[src/rtl/rsc_pkg.sv]
package rsc_pkg;
  localparam int REG_W  = 8;
  localparam int SWR_B  = 7;
  localparam int EXR_B  = 6;
  localparam int BOR_B  = 5;
  localparam int IAR_B  = 4;
  localparam int BOD_B  = 0;
  localparam int ENA_B  = 6;
  localparam logic [REG_W-1:0] FLAG_MASK = 8'hF1;
  localparam logic [REG_W-1:0] AUX_MASK  = 8'h40;

  // flags after one edge: a write may only clear, hardware may only set
  function automatic logic [REG_W-1:0] flags_next(
    input logic [REG_W-1:0] cur,
    input logic             wr_hit,
    input logic [REG_W-1:0] wdata,
    input logic [REG_W-1:0] set_vec);
    logic [REG_W-1:0] kept;
    kept = wr_hit ? (cur & wdata) : cur;
    return (kept | set_vec) & FLAG_MASK;
  endfunction
endpackage

[src/rtl/rsc_sync.sv]
module rsc_sync #(
  parameter int STAGES = 2
) (
  input  logic clk,
  input  logic rst_n,
  input  logic d,
  output logic q
);
  logic [STAGES-1:0] sh_q;

  always_ff @(posedge clk or negedge rst_n) begin
    if (!rst_n) sh_q <= '0;
    else        sh_q <= {sh_q[STAGES-2:0], d};
  end

  assign q = sh_q[STAGES-1];
endmodule

[src/rtl/rsc_pin_qual.sv]
module rsc_pin_qual #(
  parameter int HOLD_CYC = 24
) (
  input  logic clk,
  input  logic rst_n,
  input  logic pin_s,
  output logic pin_ok
);
  localparam int CW = $clog2(HOLD_CYC + 1);
  localparam logic [CW-1:0] LIM = CW'(HOLD_CYC);

  logic [CW-1:0] run_q;

  // any low sample restarts the run; the count saturates at the limit
  always_ff @(posedge clk or negedge rst_n) begin
    if (!rst_n)             run_q <= '0;
    else if (!pin_s)        run_q <= '0;
    else if (run_q != LIM)  run_q <= run_q + 1'b1;
  end

  assign pin_ok = (run_q == LIM);
endmodule

[src/rtl/rsc_stretch.sv]
module rsc_stretch #(
  parameter int STRETCH = 16,
  parameter int NSRC    = 2
) (
  input  logic            clk,
  input  logic            rst_n,
  input  logic [NSRC-1:0] trig,
  output logic            rst_active,
  output logic            done,
  output logic [NSRC-1:0] done_src
);
  localparam int CW = $clog2(STRETCH + 1);
  localparam logic [CW-1:0] LOAD = CW'(STRETCH);
  localparam logic [CW-1:0] ONE  = CW'(1);

  logic [CW-1:0]   cnt_q;
  logic [NSRC-1:0] src_q;
  logic            trig_any;

  assign trig_any = |trig;
  assign done     = (cnt_q == ONE) && !trig_any;
  assign done_src = done ? src_q : '0;
  assign rst_active = (cnt_q != '0);

  always_ff @(posedge clk or negedge rst_n) begin
    if (!rst_n) begin
      cnt_q <= '0;
      src_q <= '0;
    end else if (trig_any) begin
      cnt_q <= LOAD;
      src_q <= src_q | trig;
    end else if (cnt_q != '0) begin
      cnt_q <= cnt_q - 1'b1;
      if (done) src_q <= '0;
    end
  end
endmodule

[src/rtl/rsc_regs.sv]
module rsc_regs
  import rsc_pkg::*;
#(
  parameter int               ADDR_W    = 8,
  parameter logic [ADDR_W-1:0] STAT_ADDR = 8'h97,
  parameter logic [ADDR_W-1:0] AUX_ADDR  = 8'hA6
) (
  input  logic              clk,
  input  logic              rst_n,
  input  logic [ADDR_W-1:0] addr,
  input  logic              we,
  input  logic [REG_W-1:0]  wdata,
  input  logic [REG_W-1:0]  set_vec,
  output logic [REG_W-1:0]  stat_q,
  output logic              bore_en,
  output logic [REG_W-1:0]  rdata
);
  logic stat_hit, aux_hit;
  assign stat_hit = we && (addr == STAT_ADDR);
  assign aux_hit  = we && (addr == AUX_ADDR);

  always_ff @(posedge clk or negedge rst_n) begin
    if (!rst_n) begin
      stat_q  <= '0;
      bore_en <= 1'b0;
    end else begin
      stat_q <= flags_next(stat_q, stat_hit, wdata, set_vec);
      if (aux_hit) bore_en <= wdata[ENA_B];
    end
  end

  always_comb begin
    if (addr == STAT_ADDR)     rdata = stat_q & FLAG_MASK;
    else if (addr == AUX_ADDR) rdata = {{(REG_W-1-ENA_B){1'b0}}, bore_en, {ENA_B{1'b0}}} & AUX_MASK;
    else                       rdata = '0;
  end
endmodule

[src/rtl/rst_cause_ctrl.sv]
module rst_cause_ctrl
  import rsc_pkg::*;
#(
  parameter int               HOLD_CYC    = 24,
  parameter int               STRETCH     = 16,
  parameter int               SYNC_STAGES = 2,
  parameter int               ADDR_W      = 8,
  parameter logic [ADDR_W-1:0] STAT_ADDR   = 8'h97,
  parameter logic [ADDR_W-1:0] AUX_ADDR    = 8'hA6
) (
  input  logic              clk,
  input  logic              por_n,
  input  logic              ext_pin,
  input  logic              bod_in,
  input  logic              sw_rst_evt,
  input  logic              ill_addr_evt,
  input  logic [ADDR_W-1:0] sfr_addr,
  input  logic              sfr_we,
  input  logic [REG_W-1:0]  sfr_wdata,
  output logic [REG_W-1:0]  sfr_rdata,
  output logic              core_rst
);
  localparam int NIN = 2;

  // named internal events, visible to the bound checker
  logic [NIN-1:0]   raw_in, syn_in;
  logic             pin_s, bod_s, pin_ok, bod_trig;
  logic             str_done, done_ext, done_bod;
  logic [NIN-1:0]   done_src;
  logic [REG_W-1:0] set_vec, stat_q;
  logic             bore_en;

  assign raw_in = {bod_in, ext_pin};

  for (genvar i = 0; i < NIN; i++) begin : g_sync
    rsc_sync #(.STAGES(SYNC_STAGES)) sync_i (
      .clk(clk), .rst_n(por_n), .d(raw_in[i]), .q(syn_in[i]));
  end

  assign pin_s = syn_in[0];
  assign bod_s = syn_in[1];

  rsc_pin_qual #(.HOLD_CYC(HOLD_CYC)) qual_i (
    .clk(clk), .rst_n(por_n), .pin_s(pin_s), .pin_ok(pin_ok));

  assign bod_trig = bod_s && bore_en;

  rsc_stretch #(.STRETCH(STRETCH), .NSRC(NIN)) str_i (
    .clk(clk), .rst_n(por_n), .trig({bod_trig, pin_ok}),
    .rst_active(core_rst), .done(str_done), .done_src(done_src));

  assign done_ext = done_src[0];
  assign done_bod = done_src[1];

  always_comb begin
    set_vec        = '0;
    set_vec[SWR_B] = sw_rst_evt;
    set_vec[EXR_B] = done_ext;
    set_vec[BOR_B] = done_bod;
    set_vec[IAR_B] = ill_addr_evt;
    set_vec[BOD_B] = bod_s;
  end

  rsc_regs #(.ADDR_W(ADDR_W), .STAT_ADDR(STAT_ADDR), .AUX_ADDR(AUX_ADDR)) regs_i (
    .clk(clk), .rst_n(por_n), .addr(sfr_addr), .we(sfr_we), .wdata(sfr_wdata),
    .set_vec(set_vec), .stat_q(stat_q), .bore_en(bore_en), .rdata(sfr_rdata));
endmodule

[config.mk]
export PLATFORM = sky130hd
export DESIGN_NAME = rst_cause_ctrl
export DESIGN_NICKNAME = d
export VERILOG_FILES = /design/src/rtl/rsc_pkg.sv /design/src/rtl/rsc_sync.sv /design/src/rtl/rsc_pin_qual.sv /design/src/rtl/rsc_stretch.sv /design/src/rtl/rsc_regs.sv /design/src/rtl/rst_cause_ctrl.sv
export SDC_FILE = /design/constraint.sdc
export NUM_CORES = 1
export LEC_CHECK = 0
export BUFFER_PORTS_ARGS = -buffer_cell sky130_fd_sc_hd__buf_2
export CELL_PAD_IN_SITES_DETAIL_PLACEMENT = 1
export CELL_PAD_IN_SITES_GLOBAL_PLACEMENT = 1
export CORE_MARGIN = 2
export CORE_UTILIZATION = 34
export DETAILED_ROUTE_END_ITERATION = 8
export PLACE_DENSITY = 0.8
export SLEW_MARGIN = 30
export SYNTH_ARGS = -nofsm -noshare
export SYNTH_HDL_FRONTEND = slang
export SYNTH_SLANG_ARGS = --single-unit
[constraint.sdc]
create_clock -name clk -period 1.6 [get_ports clk]
set_clock_uncertainty 0.1 [all_clocks]
set_input_delay 0.4 -clock clk [delete_from_list [all_inputs] [get_ports clk]]
set_output_delay 0.4 -clock clk [all_outputs]
set_load 0.02 [all_outputs]
==> impl_results.md, run 1 <==
* Status: finished, violations left
* Violated checks: negative setup slack
* Min-Delay Path Depth at 1
* FF-to-FF setup slack at -0.15 ns
* Synth Area in XOR/XNOR at 3.25%
* Most frequent cells in the layout: dfrtp_1 (22), buf_2 (17), buf_4 (15), buf_6 (8), nand2_1 (7)
* Number of synthesized flops with an enable pin at 0
* PwrDens at 1150 nW/µm²
* Insertion delay to the later sink of the worst-skew pair at 0.31 ns
* Simple-gate share of the synthesized area at between 20% and 30%
* Drc violations at 0
* Worst Setup SP: str_i.cnt_q[1]$_DFFE_PN0P_
* Sw Ratio at 32.4%
* Initial antenna violation count at 0
* Via count at 927
* Htree depth at 1
* Cell Rows at 20
* Flops & latches, synth at 22
* Asr flop ratio synth at 100%
* Overall power at 1.79 mW
* R2R Path Start: str_i.cnt_q[1]$_DFFE_PN0P_
* Util after Layout at roughly half
* Final hold violations at 0
* Tcrit/Tclk final at 128%
* Vias in the first global route at 996
* Grt ovf at 0
* Logic pwr share at a little over two fifths
* Slew HR at 66.6%
* Detailed Routing Iterations Pass 1 at 4
* CTS tree: built
* Max-cap violations at 0
* Die width at 60.3 µm
* Fin. max-slew vios at 0
* Io pins at 32
* Reg power frac at approximately 41%
* Hold-critical path endpoint: g_sync[1].sync_i.sh_q[0]$_DFF_PN0_
* Clk root buf: clkbuf_4
* Antenna Nets Post-Route at 0
* First-pass GRT wire length at 4.37 mm
* Layout cells sized above 1 at 46.8%
* Final net count at 169
* Max VDD drop at 575 µV
* Post-synthesis compound-gate area fraction at a little under a tenth
* Commonest non-fill, non-tap cell in the layout: dfrtp_1
* Design Area, Final at between 1500 and 2000 µm²
* Maximum clock path buffer count at 2
* Distinct cell type count after synthesis at 30
* Mux share of post-synthesis cell area at between 1 and 1.5%
* Internal Pwr Total at 1.21 mW
* Critical Path End Type: output port
* Critical Path RT at 1.10 ns
* Synth top area cells: dfrtp_1 (51%), nand4b_1 (4.9%), ha_1 (4.6%), and3_1 (3.5%), nand2_1 (3.1%)
* Lkg Pwr at 0.737 nW
* Largest net degree at the start of global routing at 23
* Largest family of logic cells by synthesized area: simple AND/OR/NAND/NOR gates
* Sw Pwr at 0.579 mW
* Area leader, netlist: dfrtp_1
* Mapped Cells at 99
* Setup crit start kind: flop
* Synth Warn # at 0
* Post-synthesis sequential area ratio at 51.0%
* WL/cell at 14.8 µm
* Delay-heaviest family, CP: simple AND/OR/NAND/NOR gates
* Type of the tightest min-delay check: in2reg
* Crit path kind: reg2out
* Crit path time final at a little over 2 ns
* Clk pwr share at 17.5%
* P&R area growth vs syn at 43.9%
* Final setup violating endpoints at 12
* Buf/Inv on CP at 2
* Syn avg cell area at between 10 and 15 µm²
* Hold wc startpoint: bod_in
* Vias/cell at 5.01
* Core ar. at 3030 µm²
* Die Footprint at 3640 µm²
* Die height at ~60 µm
* Reg-to-Reg End: str_i.cnt_q[0]$_DFFE_PN0P_
* Post-place instance area at 1310 µm²
* PortBufs at 25
* Final WL at 2.73 mm
* Crit-path max cell delay at 0.47 ns
* Diodes inserted at 0
* Max Freq at 489 MHz
* R2R depth at 7
* Slowest CP cell: or4b_4
* Tot GR Track Use at 16.0%
* Violation count after the first detailed-routing iteration at 18
* Initial Utilization at between 30 and 40%
* CP arrival at between 1.5 and 2 ns
* Post-Place Cells at 175
* Post-Layout Cell Count at ~190
* Clock Sinks at 22
* Crit-path max FO at 2
* Synth Flop Type: dfrtp_1
* TritonCTS Buffers at 3
* Setup ws final at -0.445 ns
* Slew @ Worst Pin at 0.501 ns
* Dpl hpwl at 1.83 mm
* Area share of the largest cell type after synthesis at between 50% and 60%
* Synthesized area at 1080 µm²
* Gp weighted congestion at 0.721
* Post-synthesis adder-cell area fraction at 4.64%
* Cell Chain, Critical Path: inv_2 > ha_4 > or4b_4 > buf_6
* CTS clk-pin slew, worst paths at 0.13 ns
* Hold_ws at roughly 0.085 ns
* RSZ-0062 raised after global routing: true
Yosys cell counts (all sizes together), types with 3 or more instances:
| library cell | n |
|---|---|
| nor2 | 4 |
| nor4bb | 3 |
| nand2 | 9 |
| dfrtp | 22 |
| and3 | 6 |
| buf | 4 |
| ha | 4 |
| a21o | 4 |
| nand4b | 6 |
| inv | 4 |
| xnor2 | 3 |
| nand3 | 5 |
| a21oi | 5 |
final cells by class:
| type | count | area [µm²] |
|---|---|---|
| timing repair buffer | 42 | 313 |
| tap | 44 | 55.1 |
| inverter | 4 | 15.0 |
| clock buffer | 4 | 36.3 |
| multi-input combinational | 69 | 582 |
| sequential | 22 | 551 |
| fill | 336 | 1480 |
how the worst max path moves through the flow:
stage	slack, ns	endpoint	depth (start not counted)
2_1_floorplan	-0.15	core_rst	4
3_3_place_gp	-0.17	sfr_rdata[0]	5
3_5_place_dp	-0.19	sfr_rdata[5]	5
4_1_cts	-0.47	core_rst	4
5_1_grt	-0.51	core_rst	4
6_report	-0.44	core_rst	4
power groups by stage:
stage | clock, mW | sequential [mW] | combinational [mW]
final | 0.313 | 0.730 | 0.745
after global routing | 0.350 | 0.741 | 0.821
after CTS | 0.323 | 0.719 | 0.575
after detailed placement | 0 | 0.723 | 0.546
after global placement | 0 | 0.717 | 0.513
after floorplan | 0 | 0.739 | 0.304
sequential cells by signal, indices dropped and copies added (netlist names):
name,count
str_i.src_q,2
qual_i.run_q,5
str_i.cnt_q,5
regs_i.bore_en,1
regs_i.stat_q,5
g_sync.sync_i.sh_q,4
worst reg2reg max path, delay by kind of cell (launching register included):
family                     cells  cell delay, ns
adders and majority gates      1            0.12
DFF                            1            0.41
xor gates and xnor gates       1            0.13
buffers and inverters          3            0.37
and+or+nand+nor                2            0.52
metal layers:
metal  global-route usage, %  wire length, µm  up-vias
li1                        -                -      432
met1                    19.0             1120      461
met2                    29.2             1450       30
met3                    2.16              134        4
met4                    5.71               29        0
met5                       0                0        -
cell families after synthesis:
group / Yosys count
simple gates: 43
flops: 22
compound gates: 14
buf+inv: 10
fa+ha+maj: 4
xor+xnor: 4
other cells: 1
mux: 1
repair_timing:
action / CTS / global route
resized for setup: 23 / 17
setup buffers: 1 / 4
pin swaps: 7 / 4
hold buffers: 1 / 0
endpoints found under the hold margin: 22 / 0
setup endpoints to repair: 11 / 15
metrics by stage:
| step | worst slack [ns] | TNS, ns |
|---|---|---|
| floorplan | -0.149 | -0.222 |
| global placement | -0.166 | -0.939 |
| detailed placement | -0.187 | -1.20 |
| CTS | -0.475 | -1.40 |
| global route | -0.511 | -2.29 |
| finish | -0.445 | -1.74 |
Power figures use the tool's default switching activity.
==> run 2, diff against run 1 <==
--- a/config.mk
+++ b/config.mk
@@ -12,6 +12,7 @@
 export CORE_UTILIZATION = 34
 export DETAILED_ROUTE_END_ITERATION = 8
 export PLACE_DENSITY = 0.8
+export SKIP_CTS_REPAIR_TIMING = 1
 export SLEW_MARGIN = 30
 export SYNTH_ARGS = -nofsm -noshare
 export SYNTH_HDL_FRONTEND = slang
==> constraint.sdc (replaced) <==
create_clock -name clk -period 1.6 [get_ports clk]
set_clock_uncertainty 0.1 [all_clocks]
set_input_delay 0.16 -clock clk [delete_from_list [all_inputs] [get_ports clk]]
set_output_delay 0.16 -clock clk [all_outputs]
set_load 0.02 [all_outputs]
==> impl_results.md, run 2 (same netlist as run 1, synthesis figures left out) <==
* Tcrit/Tclk final at 120% (-7.4 points)
* CTS tree: built
* Overall power at 1.85 mW (+3.2%)
* Final net count at 172 (+1.8%)
* Max Used Layer: met4
* Hold_ws at 0.0567 ns (-0.0282 ns)
* Setup_tns at -1.48 ns (+0.258 ns)
* Final WL at 2.79 mm (+2.1%)
* Crit path kind: reg2out
* Antenna Nets Post-Route at 0 (unchanged)
* Cell Rows at 20 (unchanged)
* Violated checks: negative setup slack
* Diodes inserted at 0 (unchanged)
* Initial antenna violation count at 0 (unchanged)
* Tot GR Track Use at 15.1% (-0.85 points)
* Post-Place Cells at 172 (-1.7%)
* Crit path time final at 1.93 ns (-0.118 ns)
* Largest net degree at the start of global routing at 23 (unchanged)
* Lkg Pwr at 0.734 nW (-0.38%)
* Drc violations at 0 (unchanged)
* Type of the tightest min-delay check: in2reg
* Fin. max-slew vios at 0 (unchanged)
* Htree depth at 1 (unchanged)
* PwrDens at 1250 nW/µm² (+8.6%)
* Util after Layout at 48.7% (-2.5 points)
* Via count at 937 (+1.1%)
* CTS clk-pin slew, worst paths at 0.13 ns (about the same)
* Biggest regs: qual_i.run_q (5), regs_i.stat_q (5), str_i.cnt_q (5)
* Wire length on met1 at 1.14 mm (+2.1%)
* Max Freq at 519 MHz (+6.1%)
* Final setup violating endpoints at 7 (-5)
* Maximum clock path buffer count at 2 (unchanged)
* Dpl hpwl at 1.87 mm (+2.4%)
* Insertion delay to the later sink of the worst-skew pair at 0.31 ns (about the same)
* Crit-path max FO at 3 (+1)
* Post-place instance area at 1280 µm² (-2.1%)
* Die width at 60.3 µm (unchanged)
* TritonCTS Buffers at 3 (unchanged)
* Gp weighted congestion at 0.703 (-2.5%)
* Cell Chain, Critical Path: inv_1 > ha_2 > or4b_4 > buf_6
* Clk root buf: clkbuf_4
* Layout cells sized above 1 at 36.1% (-11 points)
* Post-Layout Cell Count at 188 (+1.6%)
* Vias in the first global route at 904 (-9.2%)
* Critical Path End Type: output port
* Die Footprint at 3640 µm² (unchanged)
* Initial Utilization at 35.6% (unchanged)
* Most frequent cells in the layout: buf_2 (24), dfrtp_1 (22), buf_4 (14), nand2_1 (9)
* Grt ovf at 0 (unchanged)
* Crit-path max cell delay at 0.50 ns (+0.03 ns)
* Critical Path RT at 1.34 ns (+0.24 ns)
* Design Area, Final at 1480 µm² (-4.9%)
* Status: finished, violations left
* Max VDD drop at 706 µV (+23%)
* Commonest non-fill, non-tap cell in the layout: buf_2
* Io pins at 32 (unchanged)
* Setup ws final at -0.327 ns (+0.118 ns)
* Max-cap violations at 0 (unchanged)
* PortBufs at 25 (unchanged)
* CP arrival at 1.67 ns (+0.13 ns)
* Setup crit start kind: flop
* P&R area growth vs syn at 36.8%
* Final hold violations at 0 (unchanged)
* DR WL met3 at 130 µm (-3.0%)
* Violation count after the first detailed-routing iteration at 46 (+28)
* Die height at 60.3 µm (unchanged)
* First-pass GRT wire length at 4.04 mm (-7.6%)
* Detailed Routing Iterations Pass 1 at 4 (unchanged)
* Core ar. at 3030 µm² (unchanged)
* Clock Sinks at 22 (unchanged)
* Vias/cell at 4.98 (-0.53%)
* WL/cell at 14.8 µm (+0.50%)
* Fill cell count at 341 (+1.5%)
* Slowest CP cell: or4b_4
* Post-place setup slack at -0.110 ns (+0.0766 ns)
* WL met2 at 1.49 mm (+3.0%)
* RSZ-0062 raised after global routing: true
run 2: cell types whose count changed in the layout (fill, tap and decap cells not counted), sizes merged:
cell,change
clkbuf,-1
bufinv,+1
buf,-2
dlygate4sd3,+5
run 2: worst max-delay path: cells and delay by family (launching register included):
family | cells | cell delay, ns
buf+inv | 2 | 0.24
flops | 1 | 0.40
fa+ha+maj | 1 | 0.21
simple gates | 1 | 0.50
run 2: power by group:
group / total, mW / internal, mW / switching, mW / leakage (nW)
Sequential: 0.718 / 0.655 / 0.0634 / 0.269
Clock: 0.423 / 0.253 / 0.170 / 0.0279
Combinational: 0.704 / 0.381 / 0.324 / 0.437
run 2: cell type report:
type / count / area [µm²] / share of cell area, %
Multi-Input combinational cell: 69 / 505 / 34.3
Sequential cell: 22 / 551 / 37.3
Clock buffer: 3 / 22.5 / 1.53
Timing Repair Buffer: 45 / 297 / 20.1
Clock inverter: 1 / 30.0 / 2.04
Inverter: 4 / 15.0 / 1.02
Tap cell: 44 / 55.1 / 3.73
run 2: layer usage:
layer / up-vias / GRT usage [%]
met5: - / 0
met1: 466 / 18.1
met2: 30 / 27.5
met3: 4 / 2.60
li1: 437 / -
met4: 0 / 4.76
run 2: worst paths after layout:
path / startpoint / end / slack [ns] / cells after the start
hold / removal: sfr_wdata[7] / regs_i.stat_q[7]$_DFF_PN0_ / 0.06 / 3
max in group asynchronous: por_n / str_i.src_q[1]$_DFFE_PN0P_ / 0.83 / 2
setup reg to reg: str_i.cnt_q[1]$_DFFE_PN0P_ / str_i.cnt_q[0]$_DFFE_PN0P_ / -0.28 / 7
hold reg to reg: g_sync[0].sync_i.sh_q[0]$_DFF_PN0_ / g_sync[0].sync_i.sh_q[1]$_DFF_PN0_ / 0.27 / 0
setup / recovery: str_i.cnt_q[1]$_DFFE_PN0P_ / core_rst / -0.33 / 4
min in group asynchronous: por_n / str_i.cnt_q[0]$_DFFE_PN0P_ / 0.23 / 2
